## config.mk

```make
export PLATFORM = sky130hd
export DESIGN_NAME = nbs_unit
export DESIGN_NICKNAME = d
export VERILOG_FILES = /design/src/rtl/nbs_pkg.sv /design/src/rtl/nbs_expdet.sv /design/src/rtl/nbs_barrel.sv /design/src/rtl/nbs_blkexp.sv /design/src/rtl/nbs_unit.sv
export SDC_FILE = /design/constraint.sdc
export NUM_CORES = 1
export LEC_CHECK = 0
export CAP_MARGIN = 25
export CORE_MARGIN = 10
export CORE_UTILIZATION = 40
export CTS_CLUSTER_SIZE = 24
export DETAILED_ROUTE_END_ITERATION = 7
export PLACE_DENSITY = 0.69
export SETUP_SLACK_MARGIN = 0.2
export SKIP_CTS_REPAIR_TIMING = 1
export SYNTH_ARGS = -nofsm -noshare
export SYNTH_HDL_FRONTEND = slang
export SYNTH_SLANG_ARGS = --single-unit
```

## constraint.sdc

```tcl
create_clock -name clk -period 3.2 [get_ports clk]
set_input_delay 0.48 -clock clk [delete_from_list [all_inputs] [get_ports clk]]
set_output_delay 0.48 -clock clk [all_outputs]
set_load 0.01 [all_outputs]
```

## src/rtl/nbs_pkg.sv

```systemverilog
package nbs_pkg;
  typedef enum logic [2:0] {
    OP_LSH     = 3'd0,
    OP_ASH     = 3'd1,
    OP_EXP     = 3'd2,
    OP_NORM    = 3'd3,
    OP_EXPBLK  = 3'd4,
    OP_BLKCLR  = 3'd5,
    OP_DENORM  = 3'd6,
    OP_NORMBLK = 3'd7
  } nbs_op_e;
endpackage

```

## src/rtl/nbs_expdet.sv

```systemverilog
// Counts the bits below the sign bit that equal it, stopping at the first mismatch.
module nbs_expdet #(
  parameter int DW = 16,
  parameter int EW = 8
) (
  input  logic [DW-1:0] d,
  output logic [EW-1:0] cnt
);
  int   acc;
  logic run;

  always_comb begin
    acc = 0;
    run = 1'b1;
    for (int i = DW - 2; i >= 0; i--) begin
      if (run && (d[i] == d[DW-1])) begin
        acc = acc + 1;
      end else begin
        run = 1'b0;
      end
    end
    cnt = EW'(acc);
  end
endmodule

```

## src/rtl/nbs_barrel.sv

```systemverilog
// Logarithmic shifter. Right shifts fill with fill_bit. Left shifts are done by
// reversing the bits, shifting right with zero fill, and reversing back.
module nbs_barrel #(
  parameter int W  = 32,
  parameter int SW = 6
) (
  input  logic [W-1:0]  din,
  input  logic          left,
  input  logic          fill_bit,
  input  logic [SW-1:0] sh,
  output logic [W-1:0]  dout
);
  logic [W-1:0] din_rev;
  logic [W-1:0] fin_rev;
  logic         fb;
  logic [W-1:0] stg [SW+1];

  always_comb begin
    for (int i = 0; i < W; i++) din_rev[i] = din[W-1-i];
  end

  assign fb     = left ? 1'b0 : fill_bit;
  assign stg[0] = left ? din_rev : din;

  for (genvar k = 0; k < SW; k++) begin : g_stage
    localparam int STEP = 1 << k;
    if (STEP >= W) begin : g_all
      assign stg[k+1] = sh[k] ? {W{fb}} : stg[k];
    end else begin : g_part
      assign stg[k+1] = sh[k] ? {{STEP{fb}}, stg[k][W-1:STEP]} : stg[k];
    end
  end

  always_comb begin
    for (int i = 0; i < W; i++) fin_rev[i] = stg[SW][W-1-i];
  end

  assign dout = left ? fin_rev : stg[SW];
endmodule

```

## src/rtl/nbs_blkexp.sv

```systemverilog
// Shared block exponent: clears to the maximum count and keeps the minimum seen.
module nbs_blkexp #(
  parameter int EW     = 8,
  parameter int MAXEXP = 15
) (
  input  logic          clk,
  input  logic          rst_n,
  input  logic          clr,
  input  logic          upd,
  input  logic [EW-1:0] new_exp,
  output logic [EW-1:0] q
);
  logic [EW-1:0] q_n;
  logic          en;

  assign en = clr | upd;

  always_comb begin
    q_n = q;
    if (clr) begin
      q_n = EW'(MAXEXP);
    end else if (upd && (new_exp < q)) begin
      q_n = new_exp;
    end
  end

  always_ff @(posedge clk or negedge rst_n) begin
    if (!rst_n) begin
      q <= EW'(MAXEXP);
    end else if (en) begin
      q <= q_n;
    end
  end
endmodule

```

## src/rtl/nbs_unit.sv

```systemverilog
module nbs_unit #(
  parameter int DW = 16,
  parameter int AW = 8,
  parameter int EW = 8
) (
  input  logic             clk,
  input  logic             rst_n,
  input  logic             in_valid,
  input  logic [2:0]       in_op,
  input  logic             in_hi,
  input  logic [DW-1:0]    in_data,
  input  logic [AW-1:0]    in_amt,
  output logic             out_valid,
  output logic [2*DW-1:0]  out_result,
  output logic [EW-1:0]    out_exp,
  output logic [EW-1:0]    blk_exp
);
  import nbs_pkg::*;

  localparam int RW     = 2 * DW;
  localparam int SW     = $clog2(RW) + 1;
  localparam int MAXEXP = DW - 1;

  nbs_op_e        op;
  logic           amt_neg;
  logic [AW-1:0]  amt_mag;
  logic [SW-1:0]  amt_sat;
  logic [EW-1:0]  exp_d;
  logic [RW-1:0]  f_hi, f_lo_log, f_lo_ari;
  logic [RW-1:0]  bs_in, bs_out;
  logic           bs_left, bs_fill;
  logic [SW-1:0]  bs_sh;
  logic [RW-1:0]  res_c, res_n;
  logic [EW-1:0]  exp_c, exp_n;
  logic           use_bs;
  logic           blk_clr, blk_upd;

  assign op = nbs_op_e'(in_op);

  // Signed count to saturated magnitude
  assign amt_neg = in_amt[AW-1];
  assign amt_mag = amt_neg ? (~in_amt + 1'b1) : in_amt;
  assign amt_sat = (32'(amt_mag) >= RW) ? SW'(RW) : SW'(amt_mag);

  // Operand placement
  assign f_hi     = {in_data, {DW{1'b0}}};
  assign f_lo_log = {{DW{1'b0}}, in_data};
  assign f_lo_ari = {{DW{in_data[DW-1]}}, in_data};

  nbs_expdet #(.DW(DW), .EW(EW)) u_expdet (
    .d   (in_data),
    .cnt (exp_d)
  );

  always_comb begin
    bs_in   = f_hi;
    bs_left = 1'b1;
    bs_fill = 1'b0;
    bs_sh   = '0;
    use_bs  = 1'b0;
    exp_c   = '0;
    unique case (op)
      OP_LSH: begin
        bs_in   = in_hi ? f_hi : f_lo_log;
        bs_left = ~amt_neg;
        bs_sh   = amt_sat;
        use_bs  = 1'b1;
      end
      OP_ASH: begin
        bs_in   = in_hi ? f_hi : f_lo_ari;
        bs_left = ~amt_neg;
        bs_fill = in_hi ? in_data[DW-1] : f_lo_ari[RW-1];
        bs_sh   = amt_sat;
        use_bs  = 1'b1;
      end
      OP_EXP, OP_EXPBLK: begin
        exp_c = exp_d;
      end
      OP_NORM: begin
        bs_sh  = SW'(exp_d);
        use_bs = 1'b1;
        exp_c  = exp_d;
      end
      OP_BLKCLR: begin
        exp_c = EW'(MAXEXP);
      end
      OP_DENORM: begin
        bs_left = 1'b0;
        bs_fill = in_data[DW-1];
        bs_sh   = SW'(blk_exp);
        use_bs  = 1'b1;
        exp_c   = blk_exp;
      end
      OP_NORMBLK: begin
        bs_sh  = SW'(blk_exp);
        use_bs = 1'b1;
        exp_c  = blk_exp;
      end
      default: ;
    endcase
  end

  nbs_barrel #(.W(RW), .SW(SW)) u_barrel (
    .din      (bs_in),
    .left     (bs_left),
    .fill_bit (bs_fill),
    .sh       (bs_sh),
    .dout     (bs_out)
  );

  assign res_c   = use_bs ? bs_out : '0;
  assign blk_clr = in_valid && (op == OP_BLKCLR);
  assign blk_upd = in_valid && (op == OP_EXPBLK);

  nbs_blkexp #(.EW(EW), .MAXEXP(MAXEXP)) u_blkexp (
    .clk     (clk),
    .rst_n   (rst_n),
    .clr     (blk_clr),
    .upd     (blk_upd),
    .new_exp (exp_d),
    .q       (blk_exp)
  );

  // Output next state
  assign res_n = in_valid ? res_c : out_result;
  assign exp_n = in_valid ? exp_c : out_exp;

  always_ff @(posedge clk or negedge rst_n) begin
    if (!rst_n) begin
      out_valid  <= 1'b0;
      out_result <= '0;
      out_exp    <= '0;
    end else begin
      out_valid  <= in_valid;
      out_result <= res_n;
      out_exp    <= exp_n;
    end
  end
endmodule

```

==> flow_summary.ini <==
[timing]
worst_slack_ns = -5.45
rsz0062_at_grt = yes
slew_viol_final = 0
hold_viol_final = 0
fin_skew_ns = 0.0118
fin_setup_tns_ns = -236.60
fin_crit_ns = 8.65
setup_violations = 46
clock.fmax_ghz = 0.116
post-route-period-util_pct = 270
worst_pin_slew_ns = 0.884
max-slew-margin-rel_pct = 41.1

[power_and_ir_drop]
p_int_w = 0.00222
leakagePower_nw = 5.45
combPwrFrac_pct = 58.3
power.switching_w = 0.00137
sequentialPowerShare_pct = 21.9
p_sw_share_pct = 38.2
power_density_mw_per_mm2 = 282
p_clk_share_pct = 19.8
vdd_drop_max_mv = 0.337

[synth]
async_flop_share_pct = 100
synth-main-ff-cell = dfrtp_1
synth_edf_count = 0
syn_avg_cell_area_um2 = 7.50
yosysTopAreaCellShare_pct = 14.1
synthCells = 1061
synth_top_area_cell = dfrtp_1
syn-cell-area_mm2 = 0.00796
ys_ff_latch = 49
synth_cell_types = 93
yosys_warnings = 0
synth.yosys.seq_area_share_pct = 15.5
synth_area_leaders = dfrtp_1 (14%), mux2_2 (8.9%), mux2i_1 (7.5%), nand2_1 (5.8%), o21ai_0 (4.7%)
syn-num-nets = 1112

[floorplanning]
die_h_um = 161
start_util_pct = 40.8
die_w_um = 161
dieArea_mm2 = 0.0260
io_pins = 80
core_area_mm2 = 0.0195
std_cell_rows = 51

[cts]
cts_tree = built
clock-sinks = 49
htree_levels = 2
numCtsBuffers = 5
root_buffer = clkbuf_16
cts_max_path_buffers = 2
clk_pin_slew_ns = 0.08
insertion_delay_ns = 0.31

[setup_path]
critPathKind = input pin to flip-flop
critPathSlowestCell = ha_1
cp.arrival_ns = 8.88
r2r-end = out_result[7]$_DFFE_PN0P_
start_kind = input pin
ff2ff_path_depth = 11
cp_max_fo = 4
reg2reg_from = u_blkexp.q[1]$_DFFE_PN1P_
slowest_delay_ns = 0.33
end_kind = flip-flop
rrSetupSlack_ns = 0.26
crit_path_frequent_cell = ha_1
worst_ep_required_time_ns = 3.42

[cells_and_area]
finalNetCount = 1494
final_cell_mix = buf_4 (339), nand2_1 (120), nor2_1 (77)
area_growth_pct = 59.9
final_common_cell = buf_4
instances_no_fill = 1709
antenna_cells = 0
layout-drive-gt1-share_pct = 41.8

[drt]
first_pass_iters = 6
wl_per_cell_um = 19.2
initialDrtViolationCount = 1003
drt_wl_total_um = 32800
avgViaCountPerCell = 5.94
drc_errors = 0
postRouteAntennaNets = 0
vias = 10149

[place]
dp_hpwl_um = 24600
port_buffers = 79
place_congestion = 0.978
dpl.cell_count = 1677

[global_route]
grt_pass1_wl_um = 49500
track_usage_pct = 22.5
grt_pass1_vias = 9584
grt_start_max_net_pins = 38
grt_overflow = 0
antenna_found_initial = 0

[outcome]
outcome = complete, but fails checks
failed_checks = negative setup slack

[min_path]
min_path_type = input pin to asynchronous set/reset pin

[flow_run]
drv_cap = 0
==> routing by layer <==
metal	wire [µm]	global-route usage, %	share of wire, %
met1	14400	30.9	44
met2	14900	35.2	45
met3	2670	4.25	8.1
met4	853	6.08	2.6
met5	0	0	0
==> synth_stat cells, drive strengths merged (10+ instances only) <==
library cell	instances
nand2	127
nor2	82
o21ai	78
mux2	63
mux2i	61
a21oi	55
clkbuf	51
dfrtp	45
inv	39
buf	27
nor3	26
nand3	25
ha	20
o211ai	19
xnor2	19
nor4	18
o22ai	17
a211oi	16
or3	16
a31oi	13
and2	13
o21a	12
or2	12
a21boi	10
a21o	10
a221o	10
nand4	10
==> cell families (layout without fill, tap and decap cells) <==
group / after synthesis / in the layout / share of synthesized area (%)
AND/OR/NAND/NOR: 384 / 384 / 24.3
AO/OA/AOI/OAI: 336 / 336 / 29.7
multiplexers: 124 / 124 / 16.7
buffers and inverters: 117 / 500 / 6.27
flip-flops: 49 / 49 / 15.5
XOR/XNOR: 30 / 30 / 4.37
adder cells (fa/ha/maj): 20 / 20 / 3.14
other: 1 / 1 / 0.0471
==> worst max-delay path, delay by kind of cell <==
kind / cells / cell delay (ns)
buffers and inverters: 3 / 0.30
muxes: 3 / 0.66
adders and majority gates: 12 / 3.32
and+or+nand+nor: 9 / 1.40
AOI/OAI and AO/OA: 20 / 2.71
==> power groups by stage <==
stage / Sequential, W / Combinational (W) / Clock [W]
global route: 0.000795 / 0.00222 / 0.000732
floorplan: 0.000816 / 0.000965 / 0
global placement: 0.000788 / 0.00183 / 0
finish: 0.000786 / 0.00209 / 0.000709
detailed placement: 0.000788 / 0.00185 / 0
CTS: 0.000780 / 0.00187 / 0.000707
==> state kept, by name (all words and copies together), names as in the netlist <==
signal      flops
out_exp         8
out_result     32
out_valid       1
u_blkexp.q      8
==> stage by stage <==
step	hold WS (ns)	util, %	power (W)	worst slack, ns	cell area [µm²]
floorplan	0.184	-	0.00178	-5.49	8260
global placement	0.465	59.8	0.00262	-5.88	11700
detailed placement	0.474	59.8	0.00264	-6.16	11700
CTS	0.318	60.8	0.00336	-5.88	11900
global route	0.351	65.2	0.00375	-5.78	12700
finish	0.280	65.2	0.00359	-5.45	12700
==> layout make-up <==
| class | instances | area [µm²] |
|---|---|---|
| clock buffers | 5 | 125 |
| fillers | 1588 | 6790 |
| multi-input cells | 895 | 7030 |
| well taps | 265 | 332 |
| inverters | 39 | 149 |
| repair buffers | 453 | 3800 |
| flip-flops and latches | 49 | 1230 |
| clock inverters | 3 | 65.1 |
==> how the worst max path moves through the flow <==
stage	end	slack, ns	start	cells past startpoint
floorplan	u_blkexp.q[1]$_DFFE_PN1P_	-5.49	in_data[15]	50
global placement	out_result[7]$_DFFE_PN0P_	-5.88	in_data[14]	43
detailed placement	u_blkexp.q[0]$_DFFE_PN1P_	-6.16	in_data[14]	48
CTS	u_blkexp.q[2]$_DFFE_PN1P_	-5.88	in_data[14]	48
global route	u_blkexp.q[2]$_DFFE_PN1P_	-5.78	in_data[15]	47
finish	u_blkexp.q[2]$_DFFE_PN1P_	-5.45	in_data[15]	47
No activity file was read; power rests on OpenSTA's default activity.
